`src/rtl/ltr_ctrl.sv`:
```
module ltr_ctrl #(
  parameter int US_W        = 16,
  parameter int LVL_W       = 6,
  parameter int IDLE_TO_CYC = 32,
  parameter int BURST_CYC   = 16,
  parameter int WAKE_LVL    = 8,
  parameter int ACT_US      = 60,
  parameter int AIDLE_US    = 400
) (
  input  logic             clk,
  input  logic             rst_n,
  input  logic             en,
  input  logic [US_W-1:0]  plat_max_us,
  input  logic             sw_mode,
  input  logic             sw_wr,
  input  logic [US_W-1:0]  sw_us,
  input  logic             rx_push,
  input  logic [LVL_W-1:0] rx_level,
  input  logic             dev_sleep,
  input  logic             unassoc,
  output logic             msg_valid,
  input  logic             msg_ready,
  output logic [13:0]      msg_code
);
  localparam int TO_W = $clog2(IDLE_TO_CYC + 1);
  localparam int BU_W = $clog2(BURST_CYC + 1);
  localparam logic [US_W-1:0] ACT_V   = US_W'(ACT_US);
  localparam logic [US_W-1:0] AIDLE_V = US_W'(AIDLE_US);

  function automatic logic [13:0] encode(input logic [US_W-1:0] us);
    logic [31:0] ns;
    logic [31:0] m;
    logic [2:0]  sc;
    ns = 32'(us) * 32'd1000;
    sc = 3'd5;
    for (int s = 4; s >= 0; s--)
      if ((ns >> (5 * s)) < 32'd1024) sc = 3'(s);
    m = ns >> (5 * int'(sc));
    return {1'b1, sc, m[9:0]};
  endfunction

  function automatic logic [31:0] decode_ns(input logic [13:0] c);
    return 32'(c[9:0]) << (5 * int'(c[12:10]));
  endfunction

  logic             aidle_q;
  logic [TO_W-1:0]  to_cnt;
  logic [US_W-1:0]  sw_q;
  logic [BU_W-1:0]  bu_cnt;
  logic             valid_q, synced_q;
  logic [13:0]      code_q, last_q;

  logic [US_W-1:0]  hw_us, sel_us, clamp_us;
  logic             no_req;
  logic [13:0]      target;

  assign hw_us    = aidle_q ? AIDLE_V : ACT_V;
  assign sel_us   = sw_mode ? sw_q : (dev_sleep ? plat_max_us : hw_us);
  assign no_req   = !sw_mode && dev_sleep && unassoc;
  assign clamp_us = (sel_us > plat_max_us) ? plat_max_us : sel_us;
  assign target   = no_req ? 14'd0 : encode(clamp_us);

  always_ff @(posedge clk or negedge rst_n) begin
    if (!rst_n) begin
      aidle_q <= 1'b0;
      to_cnt  <= '0;
    end else if (aidle_q) begin
      if (rx_level >= LVL_W'(WAKE_LVL)) begin
        aidle_q <= 1'b0;
        to_cnt  <= '0;
      end
    end else if (rx_push) begin
      to_cnt <= '0;
    end else if (to_cnt == TO_W'(IDLE_TO_CYC - 1)) begin
      aidle_q <= 1'b1;
      to_cnt  <= '0;
    end else begin
      to_cnt <= to_cnt + 1'b1;
    end
  end

  always_ff @(posedge clk or negedge rst_n) begin
    if (!rst_n) begin
      sw_q   <= ACT_V;
      bu_cnt <= '0;
    end else if (sw_wr) begin
      sw_q   <= sw_us;
      bu_cnt <= '0;
    end else if (sw_mode && sw_q < ACT_V) begin
      if (bu_cnt == BU_W'(BURST_CYC - 1)) begin
        sw_q   <= ACT_V;
        bu_cnt <= '0;
      end else begin
        bu_cnt <= bu_cnt + 1'b1;
      end
    end else begin
      bu_cnt <= '0;
    end
  end

  always_ff @(posedge clk or negedge rst_n) begin
    if (!rst_n) begin
      valid_q  <= 1'b0;
      synced_q <= 1'b0;
      code_q   <= '0;
      last_q   <= '0;
    end else if (!en) begin
      valid_q  <= 1'b0;
      synced_q <= 1'b0;
    end else if (valid_q && msg_ready) begin
      valid_q  <= 1'b0;
      last_q   <= code_q;
      synced_q <= 1'b1;
    end else if (!valid_q && (!synced_q || target != last_q)) begin
      valid_q <= 1'b1;
      code_q  <= target;
    end
  end

  assign msg_valid = valid_q;
  assign msg_code  = code_q;

  a_r5_hold_stable: assert property (@(posedge clk) disable iff (!rst_n)
    (msg_valid && !msg_ready && en) |=> (!en || (msg_valid && $stable(msg_code))));

  a_r3_quiet_when_off: assert property (@(posedge clk) disable iff (!rst_n)
    !en |=> !msg_valid);

  a_r9_within_max: assert property (@(posedge clk) disable iff (!rst_n)
    ($rose(msg_valid) && msg_code[13]) |->
      (decode_ns(msg_code) <= 32'($past(plat_max_us)) * 32'd1000));

  a_r2_noreq_zero: assert property (@(posedge clk) disable iff (!rst_n)
    (msg_valid && !msg_code[13]) |-> (msg_code[12:0] == 13'd0));

  a_r11_burst_bound: assert property (@(posedge clk) disable iff (!rst_n)
    (sw_mode && !sw_wr && sw_q < ACT_V) |-> (bu_cnt < BU_W'(BURST_CYC)));
endmodule

```
`config.mk`:
```
export PLATFORM = sky130hd
export DESIGN_NAME = ltr_ctrl
export DESIGN_NICKNAME = d
export VERILOG_FILES = /design/src/rtl/ltr_ctrl.sv
export SDC_FILE = /design/constraint.sdc
export NUM_CORES = 1
export LEC_CHECK = 0
export ABC_AREA = 1
export BUFFER_PORTS_ARGS = -buffer_cell sky130_fd_sc_hd__buf_2
export CAP_MARGIN = 15
export CORE_UTILIZATION = 50
export DETAILED_ROUTE_END_ITERATION = 8
export GPL_TIMING_DRIVEN = 0
export PLACE_DENSITY = 0.7
export SLEW_MARGIN = 15
export SYNTH_ARGS = -nofsm -noshare
export SYNTH_HDL_FRONTEND = slang
export SYNTH_SLANG_ARGS = --single-unit
```
`constraint.sdc`:
```
create_clock -name clk -period 8.4 [get_ports clk]
set_input_delay 0.42 -clock clk [delete_from_list [all_inputs] [get_ports clk]]
set_output_delay 0.42 -clock clk [all_outputs]
set_load 0.03 [all_outputs]
```
# [Word-level counts from Yosys, hierarchy flattened]
# Cells that the tools add are included.
[word_totals] out_inout_bits=15 regBits=58 in_bits=47
[classes] bitwise_logic=1 mul=2 addsub=2 n_eq_ne=6 shift=1 mux=29 reduce_logical=14 order_cmp=8
[ops] cell="$mux 16" n=6
[ops] cell="$lt 26x11->1 const B" n=1
[ops] cell="$shr 26x6->10" n=1
[ops] cell="$mux 6" n=4
[ops] cell="$mul 16x7->23 const B" n=1
[ops] cell="$lt 21x11->1 const B" n=1
[ops] cell="$gt 16x16->1" n=1
[ops] cell="$lt 16x11->1 const B" n=1
[ops] cell="$lt 16x6->1 const B" n=1
[ops] cell="$mux 5" n=3
[ops] cell="$mux 14" n=1
[ops] cell="$ne 14x14->1" n=1
[ops] cell="$mux 3" n=4
[ops] cell="$lt 11x11->1 const B" n=1
[ops] cell="$lt 6x11->1 const B" n=1
[ops] cell="$mux 1" n=10
[ops] cell="$mux 9" n=1
[ops] cell="$add 6x1->6 const B" n=1
[ops] cell="$eq 6x5->1 const B" n=1
[ops] cell="$ge 6x4->1 const B" n=1
[ops] cell="$mul 3x3->6 const A" n=1
[ops] cell="$add 5x1->5 const B" n=1
[ops] cell="$eq 5x4->1 const B" n=1
[ops] cell="$logic_and 1x1->1" n=5
[ops] cell="8 further kinds" n=13

# [Depth between registers and ports, before layout]
[logic_depth] word_depth=21 mapped_depth=64 depth_no_buf=60

# [Least setup slack after synthesis]
# Ideal clock, no wire load.
[synth_timing] path_kind="input port to flip-flop" from="in dev_sleep" to="reg code_q[12], in the netlist msg_code[12]" setup_time_ps=118 arrival_time_ps=8840 slack_ps=-558 t_required_ps=8282 path_stages=57 cell_sequence="inv_1 -> nor2_1 -> inv_1 -> clkbuf_1 -> o22ai_1 -> ha_1 -> nand2_1 -> inv_1 -> nand3_1 -> nor3_1 -> nand3_1 -> nand2_1 -> clkbuf_1 -> inv_1 -> o21ai_0 -> inv_1 -> ha_1 -> inv_1 -> [21 not listed] -> ha_1 -> ha_1 -> nor2_1 -> clkbuf_1 -> nand3_1 -> nand2_1 -> clkinv_1 -> nand2_1 -> nand2_1 -> nand3b_1 -> nand2_1 -> inv_1 -> nand2_1 -> nor2_2 -> nand3_4 -> buf_2 -> nand3_1 -> nand2_1"
[synth_between] elab_chain_cells=18 word_cells_on_any_way=24 cone_classes="mul (2); order compare (6); eq/ne (1); shift (1); mux (9); reduce/logical (5)"
[synth_lines] item="from (decl)" line="19" rtl="input logic dev_sleep,"
[synth_lines] item="$mux 16 (2 in a row)" line="58" rtl="assign sel_us = sw_mode ? sw_q : (dev_sleep ? plat_max_us : hw_us);"
[synth_lines] item="$gt 16x16->1" line="60" rtl="assign clamp_us = (sel_us > plat_max_us) ? plat_max_us : sel_us;"
[synth_lines] item="$mux 16" line="60"
[synth_lines] item="$mul 16x7->23" line="34" rtl="ns = 32'(us) * 32'd1000;"
[synth_lines] item="$lt 6x11->1" line="37" rtl="if ((ns >> (5 * s)) < 32'd1024) sc = 3'(s);"
[synth_lines] item="$mux 1" line="37"
[synth_lines] item="$mux 3 (4 in a row)" line="37"
[synth_lines] item="$mul 3x3->6" line="38" rtl="m = ns >> (5 * int'(sc));"
[synth_lines] item="$shr 26x6->10" line="38"
[synth_lines] item="$mux 14 (*)" line="61" rtl="assign target = no_req ? 14'd0 : encode(clamp_us);"
[synth_lines] item="$ne 14x14->1" line="114" rtl="end else if (!valid_q && (!synced_q || target != last_q)) begin"
[synth_lines] item="$logic_or 1x1->1" line="114"
[synth_lines] item="$logic_and 1x1->1" line="114"
[synth_lines] item="$reduce_and 3->1 (no source line)"
[synth_lines] item="to (signal assigned)" line="116" rtl="code_q <= target;"
[synth_lines] item="to (decl)" line="51" rtl="logic [13:0] code_q, last_q;"
# Every way passes the cells marked *; elsewhere a longest branch is shown, timed or not.
# A chain may end at the register's enable or synchronous reset.

# [Final worst setup path]
[layout_timing] from="in sw_mode" to="reg code_q[9], in the netlist msg_code[9]"
[layout_between] elab_chain_cells=17 word_cells_on_any_way=24 cone_classes="mul (2); order compare (6); eq/ne (1); shift (1); mux (8); reduce/logical (6)"
[layout_lines] item="from (decl)" line="14" rtl="input logic sw_mode,"
[layout_lines] item="$mux 16" line="58"
[layout_lines] item="$gt 16x16->1" line="60"
[layout_lines] item="$mux 16" line="60"
[layout_lines] item="$mul 16x7->23" line="34"
[layout_lines] item="$lt 6x11->1" line="37"
[layout_lines] item="$mux 1" line="37"
[layout_lines] item="$mux 3 (4 in a row)" line="37"
[layout_lines] item="$mul 3x3->6" line="38"
[layout_lines] item="$shr 26x6->10" line="38"
[layout_lines] item="$mux 14 (*)" line="61"
[layout_lines] item="$ne 14x14->1" line="114"
[layout_lines] item="$logic_or 1x1->1" line="114"
[layout_lines] item="$logic_and 1x1->1" line="114"
[layout_lines] item="$reduce_and 3->1 (no source line)"
# Marks and branches as above.

==> qor.yml <==
totalWireLength_microns: 21400
design.core.area_sq_um: 15300
cts-buffers-inserted: 9
hpwl_microns: 16200
clk_pin_slew_ns: 0.05
fin_crit_sh: 0.999
drtIter0Drc: 493
portBuffers: 58
ios: 62
route.met3.wl_microns: 796
die_h_microns: 128
num_vias: 8033
grt_max_degree: 59
ant_nets: 0
final_common_cell: "nand2_1"
initial_core_util: 0.516
vias_per_cell: 5.22
required_ns: 8.66
dr_wl_met2_microns: 10300
critPathMaxStageDelay_ns: 0.57
syn-instance-count: 1204
start_kind: "input port"
clock_path_buffers: 2
layout_common_cells: "289 x nand2_1, 223 x inv_1, 148 x nand3_1, 62 x buf_2, 54 x dfrtp_1"
syn_to_final_growth_pct: 28.7
syn_nets: 1369
drcViolationCount: 0
clock.fmax_mhz: 119
layout-drive-gt1-share: 0.268
num-nets-final: 1489
htreeDepth: 3
grt.total_usage: 0.259
async_flop_share: 1.00
grt_first_pass_wirelength_microns: 34300
dr.pass1.iters: 6
criticalPathCategory: "input port to register"
worst_pin_slew_ns: 0.767
cap_violations: 0
rsz0062_at_grt: "true"
hp-class: "input port to async pin"
grt-ovfl-total: 0
finalCriticalPeriod_ns: 8.39
clk_latency_ns: 0.33
seq_area_frac_synth: 0.184
ys_ff_latch: 58
cts_sinks: 58
hold_viol: 0
synth_edf_count: 0
num_rows: 45
synth_area_sq_um: 7910
drv_slew: 0
setup-tns-final_ns: 0
critPathArrivalTime_ns: 8.65
gp_congestion: 0.892
cts_root_buffer: "clkbuf_16"
syn_area_per_cell_sq_um: 6.57
worstPathMaxFanout: 7
detail_route.wl_per_cell_microns: 13.9
top_layer: "met4"
finClkSkew_ns: 0.00856
dieArea_sq_um: 16300
grt_pass1_vias: 7410
synth-main-ff-cell: "dfrtp_1"
synth.distinct_cells: 47
setup_viol: 0
antenna_cells: 0
r2r_cells: 50
met1Wirelength_microns: 9880
ys_warn_count: 0
worstSetupEndpointType: "register"
cts_tree: "built"
crit_slowest_cell: "fa_2"
outcome: "complete, no violations"
slew_headroom: 0.484
die_w_microns: 128
grt_antenna_before_repair: 0
[sequential cells by signal (all words and copies together) (netlist names)]
name,count
last_q,14
msg_code,14
bu_cnt,5
synced_q,1
to_cnt,6
sw_q,16
msg_valid,1
aidle_q,1
[worst max-delay path, delay by kind of cell]
kind	cells	cell delay, ns
adders and majority gates	8	3.07
AOI/OAI and AO/OA	6	1.15
buffers and inverters	13	1.49
and+or+nand+nor	23	2.49
[what timing repair did]
| item | in CTS | in global routing |
|---|---|---|
| hold buffers | 0 | 0 |
| cloned | 2 | 3 |
| setup endpoints to repair | 15 | 15 |
| pin swaps | 24 | 67 |
| gates resized for setup | 107 | 145 |
| setup buffers | 20 | 29 |
[cell usage after synthesis, types with 3 or more instances]
library cell | number | area (sq um)
nand2_1 | 341 | 1280
inv_1 | 242 | 908
nand3_1 | 155 | 776
ha_1 | 70 | 876
nor2_1 | 60 | 225
a21oi_1 | 57 | 285
dfrtp_1 | 54 | 1350
fa_1 | 48 | 961
o21ai_0 | 37 | 185
clkbuf_1 | 15 | 56.3
nand4_1 | 13 | 81.3
xor2_1 | 12 | 105
o22ai_1 | 11 | 68.8
buf_2 | 7 | 35.0
inv_2 | 7 | 26.3
xnor2_1 | 7 | 61.3
mux2_2 | 6 | 67.6
nand3b_1 | 6 | 45.0
nor2_2 | 6 | 37.5
nor3_1 | 5 | 25.0
dfstp_2 | 4 | 105
nand2_2 | 4 | 25.0
buf_6 | 3 | 33.8
nor4_1 | 3 | 18.8
[final timing paths]
kind / from / slack [ns] / to
setup reg to reg: aidle_q / 0.07 / msg_code[9]
min in group clk: msg_ready / 0.29 / msg_valid
max in group asynchronous: rst_n / 7.77 / aidle_q
setup / recovery: sw_mode / 0.01 / msg_code[9]
hold / removal: rst_n / 0.14 / msg_code[9]
hold reg to reg: bu_cnt[0] / 0.45 / bu_cnt[0]
[routing by layer]
metal	up-vias	track usage
met1	3764	0.352
li1	4013	-
met3	41	0.0321
met2	215	0.437
met4	0	0.0678
met5	-	0
[layout make-up]
| class | count | area (sq um) |
|---|---|---|
| Multi-Input combinational cell | 866 | 6230 |
| Fill cell | 1321 | 5140 |
| Sequential cell | 58 | 1460 |
| Inverter | 251 | 946 |
| Timing Repair Buffer | 112 | 731 |
| Tap cell | 211 | 264 |
| Clock buffer | 12 | 256 |
| Buffer | 26 | 243 |
| Clock inverter | 4 | 51.3 |
[logic make-up after synthesis]
logic type,synth area share
XOR/XNOR,0.0210
AO/OA/AOI/OAI,0.0799
adder cells (fa/ha/maj),0.232
AND/OR/NAND/NOR,0.335
multiplexers,0.00854
buffers and inverters,0.139
flip-flops,0.184
[per-stage QoR]
step	std cells	area (sq um)	util	hold slack, ns	setup WS (ns)
3_5_place_dp	1473	8500	0.555	0.446	-1.65
2_1_floorplan	1204	7940	-	0.124	0.0139
5_1_grt	1540	10200	0.664	0.207	-0.407
3_3_place_gp	1473	8490	0.555	0.447	-1.61
6_report	1540	10200	0.664	0.142	0.0108
4_1_cts	1508	9380	0.612	0.172	0.0499
Power is left out: the tool's default activity adds up to more than one toggle a clock period on the data nets, which glitch-free logic cannot reach.
